## src/rtl/wdog_pkg.sv

```systemverilog
package wdog_pkg;
  // control word layout
  localparam int CODE_W   = 3;
  localparam int REG_W    = 5;
  localparam int CODE_LSB = 0;
  localparam int EN_BIT   = 3;
  localparam int UNL_BIT  = 4;
  localparam int NCODES   = 1 << CODE_W;

  typedef logic [CODE_W-1:0] code_t;
endpackage

```

## src/rtl/wdog_ctrl_reg.sv

```systemverilog
module wdog_ctrl_reg
  import wdog_pkg::*;
#(
  parameter int WIN_CYCLES = 4
) (
  input  logic             clk,
  input  logic             rst,
  input  logic             wr_en,
  input  logic [REG_W-1:0] wr_data,
  output logic             en,
  output code_t            code,
  output logic             unlock_open
);
  localparam int WIN_W = $clog2(WIN_CYCLES + 1);

  logic             en_q;
  code_t            code_q;
  logic [WIN_W-1:0] win_q;
  logic             en_n;
  code_t            code_n;
  logic [WIN_W-1:0] win_n;
  logic             req_en;
  logic             req_unl;
  code_t            req_code;

  assign req_en   = wr_data[EN_BIT];
  assign req_unl  = wr_data[UNL_BIT] & wr_data[EN_BIT];
  assign req_code = wr_data[CODE_LSB +: CODE_W];

  always_comb begin
    en_n   = en_q;
    code_n = code_q;
    win_n  = (win_q != '0) ? win_q - WIN_W'(1) : '0;
    if (wr_en) begin
      if (!en_q) begin
        // disabled: write taken as is
        en_n   = req_en;
        code_n = req_code;
        if (req_unl) win_n = WIN_W'(WIN_CYCLES);
      end else if (req_en) begin
        // stays enabled, code may change
        code_n = req_code;
        if (req_unl) win_n = WIN_W'(WIN_CYCLES);
      end else if (win_q != '0) begin
        // guarded disable accepted
        en_n   = 1'b0;
        code_n = req_code;
        win_n  = '0;
      end
      // else: closed window, write discarded
    end
  end

  always_ff @(posedge clk) begin
    if (rst) begin
      en_q   <= 1'b0;
      code_q <= '0;
      win_q  <= '0;
    end else begin
      en_q   <= en_n;
      code_q <= code_n;
      win_q  <= win_n;
    end
  end

  assign en          = en_q;
  assign code        = code_q;
  assign unlock_open = (win_q != '0);
endmodule

```

## src/rtl/wdog_counter.sv

```systemverilog
module wdog_counter
  import wdog_pkg::*;
#(
  parameter int BASE_LOG2 = 14
) (
  input  logic  clk,
  input  logic  rst,
  input  logic  en,
  input  code_t code,
  input  logic  tick,
  input  logic  kick,
  output logic  hit
);
  localparam int CNT_W = BASE_LOG2 + NCODES;

  logic [CNT_W-1:0] lim_tab [NCODES];
  logic [CNT_W-1:0] cnt_q;
  logic [CNT_W-1:0] cnt_inc;
  logic             reach;

  for (genvar gi = 0; gi < NCODES; gi++) begin : g_lim
    assign lim_tab[gi] = CNT_W'(1) << (BASE_LOG2 + gi);
  end

  always_comb begin
    cnt_inc = cnt_q + CNT_W'(1);
    reach   = (cnt_inc >= lim_tab[code]);
    hit     = en & ~kick & tick & reach;
  end

  always_ff @(posedge clk) begin
    if (rst || !en || kick) begin
      cnt_q <= '0;
    end else if (tick) begin
      cnt_q <= reach ? '0 : cnt_inc;
    end
  end
endmodule

```

## src/rtl/wdog_cause.sv

```systemverilog
module wdog_cause (
  input  logic clk,
  input  logic rst,
  input  logic hit,
  input  logic clr,
  output logic pulse,
  output logic flag
);
  logic pulse_q;
  logic flag_q;

  always_ff @(posedge clk) begin
    if (rst) begin
      pulse_q <= 1'b0;
      flag_q  <= 1'b0;
    end else begin
      pulse_q <= hit;
      if (hit)      flag_q <= 1'b1;
      else if (clr) flag_q <= 1'b0;
    end
  end

  assign pulse = pulse_q;
  assign flag  = flag_q;
endmodule

```

## src/rtl/wdog_guard.sv

```systemverilog
module wdog_guard
  import wdog_pkg::*;
#(
  parameter int BASE_LOG2  = 14,
  parameter int WIN_CYCLES = 4
) (
  input  logic             clk,
  input  logic             rst,
  input  logic             tick,
  input  logic             kick,
  input  logic             wr_en,
  input  logic [REG_W-1:0] wr_data,
  output logic [REG_W-1:0] rd_data,
  input  logic             cause_clr,
  output logic             sys_rst_pulse,
  output logic             cause_flag
);
  logic  en;
  code_t code;
  logic  unlock_open;
  logic  hit;

  wdog_ctrl_reg #(.WIN_CYCLES(WIN_CYCLES)) u_ctrl (
    .clk        (clk),
    .rst        (rst),
    .wr_en      (wr_en),
    .wr_data    (wr_data),
    .en         (en),
    .code       (code),
    .unlock_open(unlock_open)
  );

  wdog_counter #(.BASE_LOG2(BASE_LOG2)) u_cnt (
    .clk (clk),
    .rst (rst),
    .en  (en),
    .code(code),
    .tick(tick),
    .kick(kick),
    .hit (hit)
  );

  wdog_cause u_cause (
    .clk  (clk),
    .rst  (rst),
    .hit  (hit),
    .clr  (cause_clr),
    .pulse(sys_rst_pulse),
    .flag (cause_flag)
  );

  always_comb begin
    rd_data                       = '0;
    rd_data[CODE_LSB +: CODE_W]   = code;
    rd_data[EN_BIT]               = en;
    rd_data[UNL_BIT]              = unlock_open;
  end
endmodule

```

## config.mk

```make
export PLATFORM = sky130hd
export DESIGN_NAME = wdog_guard
export DESIGN_NICKNAME = d
export VERILOG_FILES = /design/src/rtl/wdog_pkg.sv /design/src/rtl/wdog_ctrl_reg.sv /design/src/rtl/wdog_counter.sv /design/src/rtl/wdog_cause.sv /design/src/rtl/wdog_guard.sv
export SDC_FILE = /design/constraint.sdc
export NUM_CORES = 1
export LEC_CHECK = 0
export BUFFER_PORTS_ARGS = -buffer_cell sky130_fd_sc_hd__buf_2
export CORE_MARGIN = 3
export CORE_UTILIZATION = 57
export DETAILED_ROUTE_END_ITERATION = 7
export PLACE_DENSITY = 0.89
export SLEW_MARGIN = 20
export SYNTH_ARGS = -nofsm -noshare
export SYNTH_HDL_FRONTEND = slang
export SYNTH_SLANG_ARGS = --single-unit
```

## constraint.sdc

```tcl
create_clock -name clk -period 5.7 [get_ports clk]
set_clock_uncertainty 0.1 [all_clocks]
set_input_delay 0.285 -clock clk [delete_from_list [all_inputs] [get_ports clk]]
set_output_delay 0.285 -clock clk [all_outputs]
set_load 0.005 [all_outputs]
```

==> results.md, run 1 <==
- Post-DR wirelength/cell: 14.2 um
- Reg2reg start: u_cnt.cnt_q[0]$_SDFFE_PP0P_
- Die width: 65.7 um
- Final setup violating endpoints: 0
- Number of global-route vias before repair: 1590
- Synth-to-Final Area Change: 6.41%
- Cell count after synthesis: 248
- Worst VDD drop: 127 uV
- Final Critical Period: 3.69 ns
- Synth Flop Type: dfxtp_1
- # diodes: 0
- Number of routed nets with antenna violations: 0
- Total clock sinks: 31
- Layout cells sized above 1: 0.160
- Grt ovf: 0
- Placer Congestion: 0.869
- Gr usage total: 0.217
- Final worst slack: 2.01 ns
- Fmax: 271 MHz
- Fin crit share: 0.647
- Initial core utilization: 0.599
- TritonRoute pass-1 iters: 4
- Mapped cell area: 2030 sq um
- Async SR Flop Fraction: 0
- Nets: 275
- Worst hold path class: in -> reg
- Critical path's top delay family: simple AND/OR/NAND/NOR gates
- Dpl ws: 2.05 ns
- Cell taking the most area after synthesis: dfxtp_1
- CP Buf/Inv Count: 0
- Max Slew Vio Count: 0
- Pleak: 0.832 nW
- Worst hold slack: 0.0793 ns
- RSZ-0062 raised after global routing: no
- Finished Core Util: 0.638
- Count leader, synth: dfxtp_1
- Clock root buffer master: clkbuf_4
- Area after DPL: 2070 sq um
- I/O Pins: 18
- Worst setup SP type: flop
- Post-CTS Repair Setup Buffers: 0
- Area contributors post-synth: dfxtp_1 31%, ha_1 5.5%, nor2_1 5.5%, nand2_1 4.8%, xnor2_1 4.7%
- Clock buffer depth: 2
- CTS Buf Count: 5
- CTS tree: yes
- Worst slew pin tran: 0.531 ns
- Skew-Pair Late Insertion Delay: 0.35 ns
- Dpl hpwl: 3180 um
- Capture point of the worst reg-to-reg path: u_cnt.cnt_q[0]$_SDFFE_PP0P_
- FF-to-FF setup slack: 2.01 ns
- PwrDens: 206 nW/um^2
- Core area: 3390 sq um
- Worst Hold Launch: wr_data[0]
- CP Max Fanout: 6
- Max-cap violations: 0
- Global-route wire length before repair: 7270 um
- CTS resizes: 0
- Die Ht: 65.7 um
- # port buffers: 17
- Post-route setup TNS: 0 ns
- Placed instance count: 294
- # hold bufs at CTS: 0
- 1st-iter DRT viols: 147
- Worst Reg-to-Reg Cells: 13
- Cell area after layout: 2160 sq um
- CP Cell Sequence: ha_1 -> nand3_1 -> nor3_2 -> and2_1 -> nand3_1 -> xnor2_1 -> ha_1 -> nand4_1 -> or3_1 -> nor4_1 -> and4_4 -> a211oi_4 -> mux2_2
- Via density: 5.97
- DR vias: 1803
- Drc violations: 0
- Slowest cell delay on critical path: 0.44 ns
- Final std cells w/o fill: 302
- Synth cell count leaders: 31 x dfxtp_1, 30 x nor2_1, 26 x nand2_1
- Synth Warn #: 0
- Die area: 4310 sq um
- Synth top area share: 0.306
- Seq/Total Area, Yosys: 0.306
- Initial antenna violation count: 0
- Hold path endpoint: u_ctrl.code[0]$_SDFFE_PP0P_
- Routed WL: 4290 um
- Crit path kind: reg -> reg
- Relative slew margins: 0.642
- Synthesized Nets: 268
- CP endpoint kind: flop
- Number of synthesized flops with an enable pin: 0
- H-tree levels: 2
- Slowest cell on crit path: dfxtp_1
- Post-Syn Area per Cell: 8.19 sq um
- Largest net degree at the start of global routing: 21
- Std-Cell Rows: 21
- Crit path arrival time: 3.83 ns
- Hold Path Depth: 3
- Final Hold Viols: 0
- CP Data Required Time: 5.85 ns
- #FFs+latches synth: 31
- Outcome: complete, no violations
- Synth cell types: 48
- Clock Pin Slew Worst Setup and Hold Paths: 0.10 ns
- Power Total: 0.445 mW
## cells in the final DEF (no fill, tap or decap), types with 2 or more instances in the layout
cell / n
and4_1: 2
nor4_1: 5
o21ai_0: 7
a21oi_1: 11
nor2_1: 30
a41o_1: 2
dfxtp_1: 31
nand4_1: 10
buf_2: 17
nand3b_1: 3
and3_1: 8
clkbuf_4: 5
a311o_1: 2
or3b_2: 2
mux2i_1: 5
ha_1: 9
nand2_1: 26
xor2_1: 10
nand3_1: 15
nor3_2: 3
xnor2_1: 11
or2_2: 2
and2_1: 3
o32ai_1: 2
a21boi_0: 2
nor3_1: 4
or3_1: 2
inv_1: 3
a22o_1: 3
## routing by layer
metal | wire (um) | global-route usage
met3 | 271 | 0.0581
met4 | 80 | 0.109
met1 | 1900 | 0.277
met2 | 2030 | 0.334
met5 | 0 | 0
## how the worst max path moves through the flow
stage	from	end	slack, ns	depth (start not counted)
after floorplan	u_cnt.cnt_q[0]$_SDFFE_PP0P_	u_cnt.cnt_q[0]$_SDFFE_PP0P_	2.53	14
after global placement	u_cnt.cnt_q[2]$_SDFFE_PP0P_	u_cnt.cnt_q[0]$_SDFFE_PP0P_	2.12	13
after detailed placement	u_cnt.cnt_q[0]$_SDFFE_PP0P_	u_cnt.cnt_q[0]$_SDFFE_PP0P_	2.05	13
after CTS	u_cnt.cnt_q[0]$_SDFFE_PP0P_	u_cnt.cnt_q[0]$_SDFFE_PP0P_	2.03	13
after global routing	u_cnt.cnt_q[0]$_SDFFE_PP0P_	u_cnt.cnt_q[0]$_SDFFE_PP0P_	1.73	13
final	u_cnt.cnt_q[0]$_SDFFE_PP0P_	u_cnt.cnt_q[0]$_SDFFE_PP0P_	2.01	13
## state kept, by name (all words and copies together) (netlist names)
| name | flops |
|---|---|
| u_ctrl.win_q | 3 |
| u_ctrl.code | 3 |
| u_cause.pulse | 1 |
| u_cnt.cnt_q | 22 |
| u_cause.flag | 1 |
| u_ctrl.en | 1 |
## tightest hold or removal path: cells and delay by family
family / cells / cell delay [ns]
buf+inv: 1 / 0.07
mux: 1 / 0.05
simple gates: 1 / 0.09
## kinds of logic (layout without fill, tap and decap cells)
logic type,count (synthesis),after routing,synth area share
and+or+nand+nor,124,124,0.324
DFF,31,31,0.306
muxes,6,6,0.0302
AOI/OAI and AO/OA,36,36,0.136
adders and majority gates,9,9,0.0555
buffers and inverters,21,29,0.0579
xor gates and xnor gates,21,21,0.0906
## area by class of cell
type | count | area (sq um)
multi-input cells | 196 | 1290
fillers | 287 | 1230
flip-flops and latches | 31 | 621
repair buffers | 18 | 92.6
well taps | 46 | 57.6
clock buffers | 6 | 51.3
clock inverters | 2 | 35.0
inverters | 3 | 11.3
## power by group
part	switching, mW	internal (mW)
combinational	0.0202	0.0152
clock	0.0821	0.104
sequential	0.00488	0.219
total	0.107	0.338
No activity file was read; power rests on OpenSTA's default activity.
==> run 2, diff against run 1 <==
--- a/config.mk
+++ b/config.mk
@@ -5,11 +5,12 @@
 export SDC_FILE = /design/constraint.sdc
 export NUM_CORES = 1
 export LEC_CHECK = 0
+export ABC_AREA = 1
 export BUFFER_PORTS_ARGS = -buffer_cell sky130_fd_sc_hd__buf_2
 export CORE_MARGIN = 3
 export CORE_UTILIZATION = 57
 export DETAILED_ROUTE_END_ITERATION = 7
-export PLACE_DENSITY = 0.89
+export PLACE_DENSITY = 0.88
 export SLEW_MARGIN = 20
 export SYNTH_ARGS = -nofsm -noshare
 export SYNTH_HDL_FRONTEND = slang
==> constraint.sdc (replaced) <==
create_clock -name clk -period 3.8 [get_ports clk]
set_clock_uncertainty 0.1 [all_clocks]
set_input_delay 0.19 -clock clk [delete_from_list [all_inputs] [get_ports clk]]
set_output_delay 0.19 -clock clk [all_outputs]
set_load 0.005 [all_outputs]
==> run 2 against run 1 <==
Net effect:
- synthesized cell count grew 46%
- combinational power up 120%
- synthesized area up 14%
- final cell count up 42%
- wire length increased by 22%
- hold slack lost 0.0080 ns
- via count rose by 27%
==> results.md, run 2 <==
- Outcome: complete, no violations
- Grt ovf: 0 (unchanged)
- Final worst slack: 0.764 ns (-1.25 ns)
- Area contributors post-synth: dfxtp_1 27%, nand2_1 14%, nor2_1 8.3%, inv_1 7.6%, nand3_1 6.7%
- Area after DPL: 2420 sq um (+17%)
- Layout cells sized above 1: 0.168 (+0.00782)
- Via density: 5.35 (-10%)
- Gr usage total: 0.226 (+0.00813)
- Number of synthesized flops with an enable pin: 0 (unchanged)
- Worst Reg-to-Reg Cells: 18 (+5)
- Post-CTS Repair Setup Buffers: 0 (unchanged)
- Synth-to-Final Area Change: 9.28%
- # hold bufs at CTS: 1 (+1)
- Synth cell count leaders: 88 x nand2_1, 51 x nor2_1, 47 x inv_1
- PwrDens: 276 nW/um^2 (+34%)
- Cell area after layout: 2530 sq um (+17%)
- Std-Cell Rows: 22 (+4.8%)
- Crit path kind: reg -> reg
- WL met2: 2360 um (+16%)
- Compound-Gate Fraction of Synth Area: 0.134 (-0.00240)
- P_int: 0.522 mW (+54%)
- Synth Warn #: 0 (unchanged)
- Synth top area share: 0.268 (-0.0381)
- WL met3: 325 um (+20%)
- Core area: 3800 sq um (+12%)
- Die area: 4870 sq um (+13%)
- Clock Pin Slew Worst Setup and Hold Paths: 0.07 ns (-0.03 ns)
- Seq/Total Area, Yosys: 0.268 (-0.0381)
- Number of routed nets with antenna violations: 0 (unchanged)
- Mux contribution to synthesized area: 0.00485 (-0.0253)
- Synth cell types: 31 (-35%)
- Number of global-route vias before repair: 2077 (+31%)
- Largest family of logic cells by synthesized area: simple AND/OR/NAND/NOR gates
- Cell count after synthesis: 363 (+46%)
- Most frequent cells in the layout: 88 x nand2_1, 51 x nor2_1, 47 x inv_1, 31 x nand3_1, 31 x dfxtp_1
- I/O Pins: 18 (unchanged)
- Worst slew pin tran: 0.936 ns (+0.405 ns)
- Cell taking the most area after synthesis: dfxtp_1
- Initial antenna violation count: 0 (unchanged)
- Share of total power in combinational logic: 0.114 (+0.034)
- Worst setup SP type: flop
- Synthesized Nets: 383 (+43%)
- Worst VDD drop: 210 uV (+65%)
- Placer Congestion: 0.856 (-1.5%)
- Synth Flop Type: dfxtp_1
- Synth Area in Adders: 0.0485 (-0.00691)
- Nets: 400 (+45%)
- Initial core utilization: 0.611 (+0.0116)
- Post-Syn Area per Cell: 6.39 sq um (-22%)
- Sw Share: 0.256 (+0.0149)
- Mapped cell area: 2320 sq um (+14%)
- Final Hold Viols: 0 (unchanged)
- RSZ-0062 raised after global routing: no
- P_sw: 0.179 mW (+67%)
- Final setup violating endpoints: 0 (unchanged)
- Routed WL: 5210 um (+22%)
- Reg power frac: 0.479 (-0.024)
- Crit path arrival time: 3.16 ns (-0.67 ns)
- Worst Hold Launch: cause_clr
- Total clock sinks: 31 (unchanged)
- Drc violations: 0 (unchanged)
- CP Data Required Time: 3.93 ns (-1.92 ns)
- Max reg flops: 22 (unchanged)
- H-tree levels: 2 (unchanged)
- CTS resizes: 0 (unchanged)
- Fin crit share: 0.799 (+0.152)
- Post-Synth Simple-Gate Area: 0.431 (+0.107)
- Count leader, synth: nand2_1
- Largest net degree at the start of global routing: 36 (+71%)
- CP Max Fanout: 14 (+8)
- Most flop-heavy register: u_cnt.cnt_q
- # diodes: 0 (unchanged)
- Relative slew margins: 0.372 (-0.270)
- TritonRoute pass-1 iters: 4 (unchanged)
- Async SR Flop Fraction: 0 (unchanged)
- CTS tree: yes
- Die width: 69.8 um (+6.3%)
- Post-Synth XOR/XNOR Area: 0.0113 (-0.0792)
- Global-route wire length before repair: 9000 um (+24%)
- Dpl ws: 0.774 ns (-1.28 ns)
- 1st-iter DRT viols: 155 (+5.4%)
- #FFs+latches synth: 31 (unchanged)
- Commonest non-fill, non-tap cell in the layout: nand2_1
- Clock Power Share: 0.408 (-0.009)
- Fmax: 329 MHz (+21%)
- Dpl hpwl: 3920 um (+23%)
- Post-route setup TNS: 0 ns (unchanged)
- Final Critical Period: 3.04 ns (-0.649 ns)
- Max Slew Vio Count: 0 (unchanged)
- Max-cap violations: 0 (unchanged)
- Clock root buffer master: clkbuf_8
- Power Total: 0.701 mW (+57%)
- Clock buffer depth: 2 (unchanged)
- DR vias: 2295 (+27%)
- CTS Buf Count: 5 (unchanged)
- Die Ht: 69.8 um (+6.3%)
- # port buffers: 17 (unchanged)
- Crit path launch: u_cnt.cnt_q[0]$_SDFFE_PP0P_
- CP endpoint kind: flop
- Hold Path Depth: 3 (unchanged)
- DR top layer: met4
- Skew-Pair Late Insertion Delay: 0.28 ns (-0.07 ns)
- Post-DR wirelength/cell: 12.2 um (-14%)
- Pleak: 1.06 nW (+28%)
- Reg2reg start: u_cnt.cnt_q[0]$_SDFFE_PP0P_
- Met1 wire length: 2390 um (+26%)
- Worst hold path class: in -> reg
run 2: power by group through the flow:
stage / Combinational [mW] / Sequential (mW) / Clock, mW
2_1_floorplan: 0.0538 / 0.342 / 0
3_3_place_gp: 0.0759 / 0.342 / 0
3_5_place_dp: 0.0778 / 0.343 / 0
4_1_cts: 0.0788 / 0.335 / 0.295
5_1_grt: 0.0890 / 0.336 / 0.312
6_report: 0.0796 / 0.336 / 0.286
run 2: final cells by class:
class	instances	area [sq um]
multi-input cells	273	1460
fillers	346	1260
flip-flops and latches	31	621
inverters	49	184
repair buffers	20	110
clock buffers	8	100
well taps	48	60.1
run 2: stage by stage:
| step | hold WS, ns | std cells | util |
|---|---|---|---|
| 6_report | 0.0712 | 429 | 0.667 |
| 3_3_place_gp | 0.285 | 420 | 0.638 |
| 4_1_cts | 0.0720 | 429 | 0.667 |
| 3_5_place_dp | 0.300 | 420 | 0.638 |
| 2_1_floorplan | 0.159 | 363 | - |
| 5_1_grt | 0.0753 | 429 | 0.667 |
run 2: path summary, 6_finish.rpt:
| check | slack [ns] | endpoint |
|---|---|---|
| worst min register to register | 0.35 | u_ctrl.win_q[0]$_SDFF_PP0_ |
| worst min-delay path | 0.07 | u_cause.flag$_SDFFE_PP0P_ |
| worst max-delay path | 0.76 | u_cause.flag$_SDFFE_PP0P_ |
| worst max register to register | 0.76 | u_cause.flag$_SDFFE_PP0P_ |
run 2: layer usage:
layer | vias up | global-route usage
li1 | 1193 | -
met1 | 1025 | 0.283
met2 | 65 | 0.373
met3 | 12 | 0.0522
met4 | 0 | 0.0872
met5 | - | 0
run 2: critical path, cell delays in order, from the launching register on:
cell,delay [ns]
dfxtp_1,0.40
ha_1,0.30
nand2_2,0.11
nor2_4,0.16
nand2_2,0.09
nor2_1,0.21
xor2_1,0.22
inv_1,0.07
ha_1,0.28
nand2_1,0.06
nor2_1,0.10
nand3_1,0.07
nor2_1,0.09
nand3_1,0.12
nor2_4,0.12
nand2_4,0.17
nand2_4,0.17
nand3_2,0.08
nand2_1,0.07
run 2: cells by family (layout without fill, tap and decap cells):
family                   Yosys count  in the layout
adder cells (fa/ha/maj)            9              9
multiplexers                       1              1
AND/OR/NAND/NOR                  207            207
flip-flops                        31             31
XOR/XNOR                           3              3
AO/OA/AOI/OAI                     53             53
buffers and inverters             59             77
==> run 3, diff against run 2 <==
==> constraint.sdc (replaced) <==
create_clock -name clk -period 2.98 [get_ports clk]
set_clock_uncertainty 0.1 [all_clocks]
set_input_delay 0.149 -clock clk [delete_from_list [all_inputs] [get_ports clk]]
set_output_delay 0.149 -clock clk [all_outputs]
set_load 0.005 [all_outputs]
==> run 3 against run 2 <==
Net effect:
- final cell count rose by 2.6%
- hold slack got worse by 0.066 ns
- clock power rose by 78%
- total power rose by 49%
==> results.md, run 3 (synthesized netlist as in run 2, its figures left out) <==
- Most flop-heavy register: u_cnt.cnt_q
- Via density: 5.57 (+4.0%)
- Initial antenna violation count: 0 (unchanged)
- Final worst slack: 0.187 ns (-0.576 ns)
- Final std cells w/o fill: 440 (+2.6%)
- CP Cell Sequence: ha_2 -> nand2_2 -> nor2_4 -> nand2_2 -> nor2_4 -> nand3_1 -> nand2_1 -> inv_1 -> ha_1 -> nand2_1 -> nor2_2 -> nand3_1 -> nor2_2 -> nand3_2 -> nor2_4 -> nand2_4 -> nand3_2 -> a21oi_2
- Global-route wire length before repair: 9540 um (+6.0%)
- Share of total power in combinational logic: 0.105 (-0.009)
- Die Ht: 69.8 um (unchanged)
- I/O Pins: 18 (unchanged)
- Initial core utilization: 0.611 (unchanged)
- CP endpoint kind: flop
- Clock root buffer master: clkbuf_8
- Number of global-route vias before repair: 2202 (+6.0%)
- Critical path's top delay family: simple AND/OR/NAND/NOR gates
- Reg power frac: 0.409 (-0.070)
- Number of routed nets with antenna violations: 0 (unchanged)
- Final Critical Period: 2.79 ns (-0.244 ns)
- Dpl ws: 0.0617 ns (-0.712 ns)
- Fmax: 358 MHz (+8.7%)
- CP Max Fanout: 7 (-7)
- Relative slew margins: 0.541 (+0.169)
- TritonRoute pass-1 iters: 5 (+1)
- Total clock sinks: 31 (unchanged)
- CTS Buf Count: 5 (unchanged)
- Grt ovf: 0 (unchanged)
- Nets: 411 (+2.8%)
- Die width: 69.8 um (unchanged)
- Worst slew pin tran: 0.687 ns (-0.249 ns)
- Final Hold Viols: 0 (unchanged)
- Fin crit share: 0.937 (+0.138)
- Finished Core Util: 0.722 (+0.0550)
- Dpl hpwl: 4130 um (+5.3%)
- Max reg flops: 22 (unchanged)
- P_sw: 0.254 mW (+42%)
- Layout cells sized above 1: 0.247 (+0.0795)
- Clock Power Share: 0.486 (+0.078)
- Final setup violating endpoints: 0 (unchanged)
- # diodes: 0 (unchanged)
- 1st-iter DRT viols: 198 (+28%)
- # port buffers: 17 (unchanged)
- Commonest non-fill, non-tap cell in the layout: nand2_1
- P_int: 0.791 mW (+52%)
- Placer Congestion: 0.897 (+4.8%)
- CP Buf/Inv Count: 1 (unchanged)
- Core area: 3800 sq um (unchanged)
- Clock Pin Slew Worst Setup and Hold Paths: 0.07 ns (about the same)
- PwrDens: 381 nW/um^2 (+38%)
- Worst VDD drop: 411 uV (+96%)
- Routed WL: 5820 um (+12%)
- Slowest cell delay on critical path: 0.37 ns (-0.03 ns)
- Placed instance count: 426 (+1.4%)
- Gr usage total: 0.238 (+0.0124)
- Slowest cell on crit path: dfxtp_4
- Clock buffer depth: 2 (unchanged)
- Max-cap violations: 0 (unchanged)
- CP Data Required Time: 3.04 ns (-0.89 ns)
- Power Total: 1.04 mW (+49%)
- DR vias: 2449 (+6.7%)
- Skew-Pair Late Insertion Delay: 0.29 ns (about the same)
- Pleak: 1.14 nW (+7.1%)
- Std-Cell Rows: 22 (unchanged)
- CTS tree: yes
- Largest net degree at the start of global routing: 30 (-17%)
- Crit path kind: reg -> reg
- Sw Share: 0.243 (-0.0128)
- Synth-to-Final Area Change: 18.3%
- Outcome: complete, no violations
- Die area: 4870 sq um (unchanged)
- Worst setup SP type: flop
- Crit-path most repeated cell: nor2_4
- Worst hold path class: in -> reg
- Drc violations: 0 (unchanged)
- H-tree levels: 2 (unchanged)
- Crit path arrival time: 2.85 ns (-0.31 ns)
- Most frequent cells in the layout: 86 x nand2_1, 47 x inv_1, 44 x nor2_1, 28 x nand3_1, 26 x a21oi_1
- Max Slew Vio Count: 0 (unchanged)
- Post-DR wirelength/cell: 13.2 um (+8.8%)
- FF-to-FF setup slack: 0.19 ns (-0.58 ns)
-- run 3: what timing repair did --
item	4_1_cts	5_1_grt
gates resized for setup	0	26
setup endpoints to repair	0	24
hold endpoints to repair	1	0
hold buffers	1	0
buffers inserted	0	4
-- run 3: tightest hold or removal path, stage by stage --
cell	delay (ns)
buf_2	0.07
nand3b_1	0.09
nand2_1	0.04
-- run 3: routing by layer --
| metal | GRT usage | vias to the layer above | part of all wire |
|---|---|---|---|
| met5 | 0 | - | 0 |
| met4 | 0.113 | 0 | 0.028 |
| met3 | 0.0449 | 14 | 0.046 |
| met2 | 0.379 | 76 | 0.48 |
| met1 | 0.308 | 1139 | 0.44 |
| li1 | - | 1220 | - |
-- run 3: final timing paths --
kind / startpoint / end / depth (start not counted)
min: cause_clr / u_cause.flag$_SDFFE_PP0P_ / 3
min reg2reg: u_ctrl.win_q[0]$_SDFF_PP0_ / u_ctrl.win_q[0]$_SDFF_PP0_ / 1
max: u_cnt.cnt_q[0]$_SDFFE_PP0P_ / u_cnt.cnt_q[14]$_SDFFE_PP0P_ / 18
max reg2reg: u_cnt.cnt_q[0]$_SDFFE_PP0P_ / u_cnt.cnt_q[14]$_SDFFE_PP0P_ / 18
-- run 3: per-stage QoR --
step,setup TNS [ns],area [sq um],hold slack (ns)
2_1_floorplan,0,2320,0.118
6_report,0,2740,0.00519
5_1_grt,-0.470,2740,0.0194
3_5_place_dp,0,2470,0.246
4_1_cts,0,2620,0.00215
3_3_place_gp,0,2470,0.246
-- run 3: final cells by class --
class                   instances  area, sq um
clock inverters                 3         67.6
flip-flops and latches         31          632
clock buffers                   5         68.8
multi-input cells             274         1550
well taps                      48         60.1
inverters                      49          184
repair buffers                 30          185
fillers                       306         1050
-- run 3: power groups by stage --
stage	Clock [mW]	Combinational, mW	Sequential (mW)
2_1_floorplan	0	0.0686	0.436
3_3_place_gp	0	0.0986	0.437
3_5_place_dp	0	0.102	0.437
4_1_cts	0.511	0.103	0.428
5_1_grt	0.530	0.120	0.428
6_report	0.508	0.110	0.427
